**src/rtl/i2c_seq_pkg.sv**
```systemverilog
`timescale 1ns/1ps
package i2c_seq_pkg;

    typedef enum logic [3:0] {
        ST_IDLE,
        ST_HD_STA,
        ST_PULL,
        ST_HOLD,
        ST_DHOLD,
        ST_LOW,
        ST_SETUP,
        ST_WAITH,
        ST_HIGH,
        ST_SU_STA,
        ST_SU_STO,
        ST_BUF
    } seq_state_e;

    typedef enum logic [1:0] {
        OP_BIT,
        OP_RSTART,
        OP_STOP
    } seq_op_e;

endpackage

```
**src/rtl/seq_line_sync.sv**
```systemverilog
`timescale 1ns/1ps
module seq_line_sync #(
    parameter int WIDTH  = 2,
    parameter int STAGES = 2
) (
    input  logic             clk,
    input  logic             rst_n,
    input  logic [WIDTH-1:0] din,
    output logic [WIDTH-1:0] dout
);

    logic [WIDTH-1:0] stage_q [STAGES];
    logic [WIDTH-1:0] stage_d [STAGES];

    always_comb begin
        stage_d[0] = din;
        for (int s = 1; s < STAGES; s++) begin
            stage_d[s] = stage_q[s-1];
        end
    end

    always_ff @(posedge clk or negedge rst_n) begin
        if (!rst_n) begin
            for (int s = 0; s < STAGES; s++) begin
                stage_q[s] <= '1;
            end
        end else begin
            for (int s = 0; s < STAGES; s++) begin
                stage_q[s] <= stage_d[s];
            end
        end
    end

    assign dout = stage_q[STAGES-1];

endmodule

```
**src/rtl/seq_tick_gen.sv**
```systemverilog
`timescale 1ns/1ps
module seq_tick_gen #(
    parameter int EXP_W = 3
) (
    input  logic             clk,
    input  logic             rst_n,
    input  logic             clear,
    input  logic [EXP_W-1:0] exp_sel,
    output logic             tick
);

    localparam int PRE_W = 1 << EXP_W;
    localparam logic [EXP_W:0]   ONE_E = 1;
    localparam logic [PRE_W:0]   ONE_P = 1;
    localparam logic [PRE_W-1:0] INC   = 1;

    logic [PRE_W-1:0] cnt_d, cnt_q, mask;
    logic [PRE_W:0]   span, span_m1;

    always_comb begin
        span    = ONE_P << ({1'b0, exp_sel} + ONE_E);
        span_m1 = span - ONE_P;
        mask    = span_m1[PRE_W-1:0];
        tick    = (cnt_q == mask);
        cnt_d   = (clear || tick) ? '0 : cnt_q + INC;
    end

    always_ff @(posedge clk or negedge rst_n) begin
        if (!rst_n) cnt_q <= '0;
        else        cnt_q <= cnt_d;
    end

endmodule

```
**src/rtl/i2c_scl_sequencer.sv**
```systemverilog
`timescale 1ns/1ps
module i2c_scl_sequencer
    import i2c_seq_pkg::*;
#(
    parameter int EXP_W = 3,
    parameter int CNT_W = 8
) (
    input  logic             clk,
    input  logic             rst_n,
    input  logic [EXP_W-1:0] cfg_exp,
    input  logic [CNT_W-1:0] cfg_low,
    input  logic [CNT_W-1:0] cfg_high,
    input  logic [CNT_W-1:0] cfg_stasto,
    input  logic [CNT_W-1:0] cfg_data,
    input  logic             cmd_start,
    input  logic             cmd_write,
    input  logic             cmd_read,
    input  logic             cmd_stop,
    input  logic             tx_bit,
    input  logic             scl_in,
    input  logic             sda_in,
    output logic             scl_drive_low,
    output logic             sda_drive_low,
    output logic             busy,
    output logic             bit_done,
    output logic             rx_bit
);

    localparam logic [CNT_W-1:0] CNT_INC = 1;
    localparam logic [CNT_W:0]   CNT_ONE = 1;

    typedef struct packed {
        seq_state_e       state;
        seq_op_e          op;
        logic [CNT_W-1:0] cnt;
        logic             sda_low;
        logic             tx_low;
        logic             rx;
        logic             bit_done;
    } seq_regs_t;

    seq_regs_t        r_d, r_q;
    logic [1:0]       line_s;
    logic             scl_s, sda_s;
    logic             tick, presc_clear, phase_done;
    logic [CNT_W-1:0] phase_n, limit;

    seq_line_sync #(.WIDTH(2), .STAGES(2)) u_sync (
        .clk  (clk),
        .rst_n(rst_n),
        .din  ({scl_in, sda_in}),
        .dout (line_s)
    );
    assign scl_s = line_s[1];
    assign sda_s = line_s[0];

    seq_tick_gen #(.EXP_W(EXP_W)) u_tick (
        .clk    (clk),
        .rst_n  (rst_n),
        .clear  (presc_clear),
        .exp_sel(cfg_exp),
        .tick   (tick)
    );

    always_comb begin
        unique case (r_q.state)
            ST_HD_STA, ST_SU_STA, ST_SU_STO, ST_BUF: phase_n = cfg_stasto;
            ST_DHOLD, ST_SETUP:                      phase_n = cfg_data;
            ST_LOW:                                  phase_n = cfg_low;
            ST_HIGH:                                 phase_n = cfg_high;
            default:                                 phase_n = '0;
        endcase
        limit      = (phase_n == '0) ? CNT_INC : phase_n;
        phase_done = tick && (({1'b0, r_q.cnt} + CNT_ONE) >= {1'b0, limit});
    end

    always_comb begin
        r_d          = r_q;
        r_d.bit_done = 1'b0;
        if (tick) r_d.cnt = r_q.cnt + CNT_INC;

        unique case (r_q.state)
            ST_IDLE: begin
                if (cmd_start) begin
                    r_d.state   = ST_HD_STA;
                    r_d.op      = OP_RSTART;
                    r_d.sda_low = 1'b1;
                end
            end
            ST_HD_STA: if (phase_done) r_d.state = ST_PULL;
            ST_PULL: begin
                if (!scl_s) begin
                    r_d.state    = ST_HOLD;
                    r_d.bit_done = (r_q.op == OP_BIT);
                end
            end
            ST_HOLD: begin
                if (cmd_start) begin
                    r_d.state = ST_DHOLD;
                    r_d.op    = OP_RSTART;
                end else if (cmd_stop) begin
                    r_d.state = ST_DHOLD;
                    r_d.op    = OP_STOP;
                end else if (cmd_write || cmd_read) begin
                    r_d.state  = ST_DHOLD;
                    r_d.op     = OP_BIT;
                    r_d.tx_low = cmd_write && !tx_bit;
                end
            end
            ST_DHOLD: begin
                if (phase_done) begin
                    r_d.state = ST_LOW;
                    unique case (r_q.op)
                        OP_STOP:   r_d.sda_low = 1'b1;
                        OP_RSTART: r_d.sda_low = 1'b0;
                        default:   r_d.sda_low = r_q.tx_low;
                    endcase
                end
            end
            ST_LOW:   if (phase_done) r_d.state = ST_SETUP;
            ST_SETUP: if (phase_done) r_d.state = ST_WAITH;
            ST_WAITH: begin
                if (scl_s) begin
                    unique case (r_q.op)
                        OP_STOP:   r_d.state = ST_SU_STO;
                        OP_RSTART: r_d.state = ST_SU_STA;
                        default:   r_d.state = ST_HIGH;
                    endcase
                end
            end
            ST_HIGH: begin
                if (tick && (r_q.cnt == '0)) r_d.rx = sda_s;
                if (phase_done) r_d.state = ST_PULL;
            end
            ST_SU_STA: begin
                if (phase_done) begin
                    r_d.state   = ST_HD_STA;
                    r_d.sda_low = 1'b1;
                end
            end
            ST_SU_STO: begin
                if (phase_done) begin
                    r_d.state   = ST_BUF;
                    r_d.sda_low = 1'b0;
                end
            end
            ST_BUF:  if (phase_done) r_d.state = ST_IDLE;
            default: r_d.state = ST_IDLE;
        endcase

        presc_clear = (r_d.state != r_q.state);
        if (presc_clear) r_d.cnt = '0;
    end

    always_ff @(posedge clk or negedge rst_n) begin
        if (!rst_n) begin
            r_q <= '{state: ST_IDLE, op: OP_RSTART, cnt: '0, sda_low: 1'b0,
                     tx_low: 1'b0, rx: 1'b0, bit_done: 1'b0};
        end else begin
            r_q <= r_d;
        end
    end

    always_comb begin
        unique case (r_q.state)
            ST_PULL, ST_HOLD, ST_DHOLD, ST_LOW, ST_SETUP: scl_drive_low = 1'b1;
            default:                                      scl_drive_low = 1'b0;
        endcase
    end

    assign sda_drive_low = r_q.sda_low;
    assign busy          = (r_q.state != ST_IDLE) && (r_q.state != ST_HOLD);
    assign bit_done      = r_q.bit_done;
    assign rx_bit        = r_q.rx;

endmodule

```
**config.mk**
```make
export PLATFORM = sky130hd
export DESIGN_NAME = i2c_scl_sequencer
export DESIGN_NICKNAME = d
export VERILOG_FILES = /design/src/rtl/i2c_seq_pkg.sv /design/src/rtl/seq_line_sync.sv /design/src/rtl/seq_tick_gen.sv /design/src/rtl/i2c_scl_sequencer.sv
export SDC_FILE = /design/constraint.sdc
export NUM_CORES = 1
export LEC_CHECK = 0
export BUFFER_PORTS_ARGS = -buffer_cell sky130_fd_sc_hd__buf_2
export CAP_MARGIN = 20
export CORE_MARGIN = 1.5
export CORE_UTILIZATION = 35
export CTS_CLUSTER_SIZE = 40
export DETAILED_ROUTE_END_ITERATION = 10
export HOLD_SLACK_MARGIN = 0.02
export PLACE_DENSITY_LB_ADDON = 0.15
export SLEW_MARGIN = 20
export SYNTH_ARGS = -nofsm -noshare
export SYNTH_HDL_FRONTEND = slang
export SYNTH_SLANG_ARGS = --single-unit
```
**constraint.sdc**
```tcl
create_clock -name clk -period 4.89 [get_ports clk]
set_input_delay 0.2445 -clock clk [delete_from_list [all_inputs] [get_ports clk]]
set_output_delay 0.2445 -clock clk [all_outputs]
set_load 0.02 [all_outputs]
```
==> results of run 1 <==
## worst max-delay path, stage by stage, from the launching register on
cell       delay, ps
dfrtp_1          620
nor2b_1          780
a32oi_1           90
nor2_1           210
a221oi_1         100
nand4_1          150
o21ai_0          100
ha_1             290
inv_1             30
a21oi_1          130
a211oi_1          60
o21ai_0          190
and4_1           430
mux2i_1          230
o2111ai_1        120
## synthesized netlist by cell type (5+ instances only)
library cell  count
a21oi_1           7
a221oi_1          8
a32oi_1           8
and3_1            6
buf_2             5
clkbuf_1          6
dfrtp_1          25
dfstp_2           5
ha_1             18
inv_1            14
mux2i_1           5
nand2_1          21
nand3_1          17
nand4_1           8
nor2_1           36
nor2b_1           6
o21ai_0          12
xnor2_1           8
xor2_1           20
## cell families (layout without fill, tap and decap cells)
group | after synthesis | in the layout | share of synthesized area (%)
DFF | 30 | 30 | 30.0
buffers and inverters | 28 | 71 | 4.85
muxes | 6 | 6 | 2.57
and+or+nand+nor | 119 | 119 | 25.0
xor gates and xnor gates | 29 | 29 | 10.6
AOI/OAI and AO/OA | 61 | 61 | 18.1
adders and majority gates | 18 | 18 | 8.91
## how the worst min path moves through the flow
stage	startpoint	cells past startpoint	to	slack [ps]
2_1_floorplan	rst_n	0	bit_done$_DFF_PN0_	-50
3_3_place_gp	rst_n	1	r_q[17]$_DFF_PN0_	330
3_5_place_dp	rst_n	1	r_q[15]$_DFF_PN0_	330
4_1_cts	rst_n	1	r_q[17]$_DFF_PN0_	30
5_1_grt	rst_n	1	r_q[17]$_DFF_PN0_	30
6_report	rst_n	1	r_q[17]$_DFF_PN0_	-20
## metrics by stage
step / hold WS [ps] / util (%)
2_1_floorplan: -51.1 / -
3_3_place_gp: 330 / 41.1
3_5_place_dp: 335 / 41.1
4_1_cts: 30.1 / 42.5
5_1_grt: 32.3 / 42.5
6_report: -17.4 / 42.5
## per-layer routing
metal / GRT usage [%] / up-vias / part of all wire, %
met5: 0 / - / 0
met4: 5.48 / 0 / 1.2
li1: - / 1143 / -
met3: 3.58 / 7 / 5.6
met1: 20.7 / 1037 / 48
met2: 26.3 / 65 / 46
## state kept, by name, summed over array words and instances (netlist names)
name	count
r_q	15
u_tick.cnt_q	8
u_sync.dout	2
rx_bit	1
u_sync.stage_d	2
sda_drive_low	1
bit_done	1
## layout make-up
cell class | count | area, µm² | share of cell area [%]
clock buffers | 6 | 82.6 | 2.83
clock inverters | 2 | 12.5 | 0.428
inverters | 14 | 52.6 | 1.80
multi-input cells | 233 | 1650 | 56.4
flip-flops and latches | 30 | 757 | 25.9
well taps | 96 | 120 | 4.11
repair buffers | 49 | 248 | 8.48
## power breakdown
part	switching [mW]	internal, mW
clock network	0.0962	0.113
logic	0.167	0.143
registers	0.0617	0.290
total	0.325	0.546
==> results.cfg, run 1 <==
[clock_network]
clock_latency_ps = 280
cts_num_sinks = 30
cts_hold_buf = 0
cts_root_buffer = clkbuf_8
cts_inserted_buffers = 5
clk_pin_slew_ps = 70
post_cts_resized = 0
clock_path_buffers = 2
post-cts-setup-buffers = 0
cts_tree = done
htreeDepth = 2

[sta]
rsz0062_at_grt = no
worstMarginPinSlew_ps = 855
fin_crit_ps = 3690
hold_viol = 13
fin_tns_setup_ps = 0
setup_viol = 0
clock.fmax_mhz = 271
slew_viol_final = 0
whs_ps = -17.4
fin_crit_sh_pct = 75.5
slew_headroom_pct = 42.9
setup_slack_ps = 1200
fin_worst_skew_ps = 9.07

[routing]
drc = 0
wire_per_inst_um = 13.8
viasPerCell = 5.24
drt_iter0_drc = 169
postRouteAntennaNets = 0
wl_mm = 5.95
vias = 2252
drt_pass1_iterations = 4

[critical_path]
worstPathArrival_ps = 3830
criticalPathCategory = reg2reg
crit_end = r_q[14]$_DFF_PN0_
timing.critical_path.fanout_max = 21
rr_endpoint = r_q[14]$_DFF_PN0_
crit-reg2reg-launch = r_q[17]$_DFF_PN0_
critical_path_required_ps = 5030
regToRegSetupSlack_ps = 1200
cp-end-kind = flip-flop
cp-startpoint = r_q[17]$_DFF_PN0_
reg2reg_depth = 14
cp-start-kind = flip-flop

[job]
cap_violations = 0

[placement]
port_buffers = 48
placed_cells = 422
dp_slack_ps = 1240
gp_congestion = 0.827
place_area_um2 = 2830
hpwlAfterDp_mm = 4.63

[yosys]
synth-seq-area-share_pct = 30.0
syn_area_per_cell_um2 = 8.69
ys_ff_latch = 30
async_flop_share_pct = 100
synth_top_area_share_pct = 24.8
synth_top_area_cell = dfrtp_1
netlist_top_cells_area = dfrtp_1 (25%), ha_1 (8.9%), xor2_1 (6.9%), nor2_1 (5.3%), dfstp_2 (5.2%)
syn_inst = 291
syn-num-nets = 353
synth_edf_count = 0
ys.flop_type = dfrtp_1
syn_area_um2 = 2530
ys_types = 54
synth_warnings = 0

[power_and_ir_drop]
p_leak_nw = 1.37
power.density_nw_per_um2 = 298
irDropWorstVdd_uv = 173
finalPower_mw = 0.871

[global_route]
grt_pass1_wl_mm = 9.62
grt_overflow = 0
grt_pass1_vias = 2117
grt_max_degree = 31
antenna_found_initial = 0
track_usage_pct = 16.0

[floorplanning]
coreArea_um2 = 6870
dieArea_um2 = 7740
rows = 30
chipWidth_um = 88.0
io_pins = 49
initial_core_util_pct = 36.8
die_h_um = 88.0

[finish]
finalNetCount = 395
final_common_cell = buf_2
stdcell_count = 430
antenna_cells = 0
num-fill-cells = 705
drive_gt1_share_pct = 21.0
mostFrequentLayoutCells = buf_2 (48), nor2_1 (36), dfrtp_1 (25), nand2_1 (21), xor2_1 (20)
stdcell_area_um2 = 2920
area.growth.synth_to_final_pct = 15.5

[status]
violations = negative hold slack
status = finished with violations

[worst_hold_path]
hold_path_class = in2async
No activity file was read; power rests on OpenSTA's default activity.
==> run 2, diff against run 1 <==
--- a/config.mk
+++ b/config.mk
@@ -5,6 +5,7 @@
 export SDC_FILE = /design/constraint.sdc
 export NUM_CORES = 1
 export LEC_CHECK = 0
+export ABC_AREA = 1
 export BUFFER_PORTS_ARGS = -buffer_cell sky130_fd_sc_hd__buf_2
 export CAP_MARGIN = 20
 export CORE_MARGIN = 1.5
==> constraint.sdc (replaced) <==
create_clock -name clk -period 3.5 [get_ports clk]
set_input_delay 0.175 -clock clk [delete_from_list [all_inputs] [get_ports clk]]
set_output_delay 0.175 -clock clk [all_outputs]
set_load 0.02 [all_outputs]
==> run 2 against run 1 <==
Net effect: the run now ends clean; register-to-register slack got worse by 950 ps; sequential cell count did not move; cell count rose by 26%; clock power rose by 44%; largest power group is now combinational cells; critical endpoint is now u_tick.cnt_q[4]$_DFF_PN0_; maximum frequency rose by 14%; sequential power rose by 26%; highest routed layer unchanged; area after synthesis rose by 6.4%; sequential share of layout area fell by 2.9 points; critical path type unchanged; first-iteration DRC count fell by 44%.
==> results.cfg, run 2 <==
[finish]
largest_reg_flops = 15
largest-register = r_q
finalNetCount = 503
antenna_cells = 0
final_common_cell = nand2_1
final_util_pct = 45.0
area.growth.synth_to_final_pct = 22.7
drive_gt1_share_pct = 28.1
reg.largest.list = r_q: 15 flops, u_tick.cnt_q: 8 flops
stdcell_area_um2 = 3300
mostFrequentLayoutCells = nand2_1 (90), inv_1 (52), buf_2 (48), nor2_1 (32), nand3_1 (25)
stdcell_count = 541

[clock_network]
cts_inserted_buffers = 5
clock_latency_ps = 280
cts_root_buffer = clkbuf_8
htreeDepth = 2
cts_tree = done
clk_pin_slew_ps = 70
clock_path_buffers = 2
cts_num_sinks = 30

[placement]
port_buffers = 48
dp_slack_ps = 46.4
placed_cells = 529
place_area_um2 = 3060
gp_congestion = 0.855
hpwlAfterDp_mm = 5.26

[yosys]
synth_top_area_cell = dfrtp_1
synth_warnings = 0
synth-seq-area-share_pct = 28.2
syn_area_per_cell_um2 = 7.08
synth_edf_count = 0
synth.most_common_cell = nand2_1
synth_top_area_share_pct = 23.3
ys_ff_latch = 30
yosys-top-cells-count = nand2_1 (92), inv_1 (55), nor2_1 (36), dfrtp_1 (25), nand3_1 (25)
ys_types = 39
syn-num-nets = 442
syn_inst = 380
netlist_top_cells_area = dfrtp_1 (23%), nand2_1 (13%), ha_1 (8.4%), inv_1 (7.7%), nor2_1 (5.0%)
async_flop_share_pct = 100
ys.flop_type = dfrtp_1
syn_area_um2 = 2690

[global_route]
grt_overflow = 0
grt_max_degree = 31
grt_pass1_vias = 2444
grt_pass1_wl_mm = 11.0
track_usage_pct = 16.2
antenna_found_initial = 0

[sta]
fin_tns_setup_ps = 0
slew_headroom_pct = 53.1
slew_viol_final = 0
hold_viol = 0
setup_viol = 0
setup_slack_ps = 250
fin_crit_sh_pct = 92.9
clock.fmax_mhz = 308
whs_ps = 70.3
worstMarginPinSlew_ps = 686
fin_worst_skew_ps = 6.55
fin_crit_ps = 3250

[critical_path]
worstPathArrival_ps = 3460
crit-reg2reg-launch = r_q[17]$_DFF_PN0_
cp-startpoint = r_q[17]$_DFF_PN0_
cp-end-kind = flip-flop
criticalPathCategory = reg2reg
critical_path_required_ps = 3710
cp-start-kind = flip-flop
timing.critical_path.fanout_max = 9

[routing]
drt_iter0_drc = 94
viasPerCell = 4.73
wire_per_inst_um = 12.1
postRouteAntennaNets = 0
drt_pass1_iterations = 4
drc = 0
vias = 2561
wl_mm = 6.53

[floorplanning]
die_h_um = 90.7
initial_core_util_pct = 36.7
dieArea_um2 = 8220
rows = 31
coreArea_um2 = 7330
io_pins = 49
chipWidth_um = 90.7

[power_and_ir_drop]
power.density_nw_per_um2 = 514
finalPower_mw = 1.69
p_leak_nw = 1.73
irDropWorstVdd_uv = 248

[job]
cap_violations = 0

[worst_hold_path]
hold_path_class = in2reg
min_from = tx_bit

[status]
status = completed
run 2: cell types whose count changed in the layout (fill, tap and decap cells not counted), sizes merged, moves of 10 or more:
cell,change
xor2,-10
nor2,+13
nand2,+79
o21ai,+13
inv,+46
nand3,+15
run 2: repair_timing:
item                       4_1_cts  5_1_grt
buffers inserted                 0        1
hold endpoints to repair        27        0
hold buffers                     3        0
setup endpoints to repair        0       16
resized for setup                0       26
run 2: kinds of logic (layout without fill, tap and decap cells):
| kind of cell | count (synthesis) | count (layout) | share of synthesized area [%] |
|---|---|---|---|
| muxes | 1 | 1 | 0.372 |
| adders and majority gates | 18 | 18 | 8.38 |
| and+or+nand+nor | 202 | 202 | 36.2 |
| buffers and inverters | 64 | 126 | 9.82 |
| DFF | 30 | 30 | 28.2 |
| AOI/OAI and AO/OA | 54 | 54 | 13.4 |
| xor gates and xnor gates | 11 | 11 | 3.58 |
run 2: path summary, 6_finish.rpt:
path / end / slack, ps / cells past startpoint
worst min register to register: u_sync.dout[0]$_DFF_PN1_ / 360 / 0
min in group asynchronous: r_q[7]$_DFFE_PN0P_ / 460 / 2
max in group asynchronous: r_q[14]$_DFF_PN0_ / 2560 / 2
worst max-delay path: u_tick.cnt_q[4]$_DFF_PN0_ / 250 / 22
worst min-delay path: r_q[2]$_DFFE_PN0P_ / 70 / 2
worst max register to register: u_tick.cnt_q[4]$_DFF_PN0_ / 250 / 22
run 2: critical path, stage by stage (launching register included):
cell      delay (ps)
dfrtp_1          420
inv_2            100
nor2_2            50
nand2_1          120
inv_2            100
a32o_1           220
a221oi_2         200
buf_4            160
nand4_1           80
o21ai_1          160
ha_1             170
nor2_1            50
a21boi_0         150
nand2_1           70
nand2_1           50
nand2_1           80
nand4_1          190
nand2_1          120
nand3_1           80
nand2_1           90
a21oi_4          200
nand3_4          190
nor2_2           120
run 2: layout make-up:
type / instances / area, µm²
Clock buffer: 6 / 82.6
Clock inverter: 2 / 12.5
Fill cell: 777 / 4030
Inverter: 60 / 225
Multi-Input combinational cell: 286 / 1770
Sequential cell: 30 / 758
Tap cell: 99 / 124
Timing Repair Buffer: 58 / 323
run 2: power by group:
| part | internal [mW] | leakage [nW] | total (mW) | switching (mW) |
|---|---|---|---|---|
| registers | 0.394 | 0.394 | 0.445 | 0.0507 |
| clock network | 0.158 | 0.0472 | 0.300 | 0.142 |
| logic | 0.343 | 1.29 | 0.950 | 0.607 |
run 2: metal layers:
| layer | track usage (%) | share of wire (%) | up-vias |
|---|---|---|---|
| li1 | - | - | 1367 |
| met1 | 22.2 | 49 | 1159 |
| met2 | 26.8 | 48 | 31 |
| met3 | 2.78 | 2.4 | 4 |
| met4 | 3.17 | 0.51 | 0 |
| met5 | 0 | 0 | - |
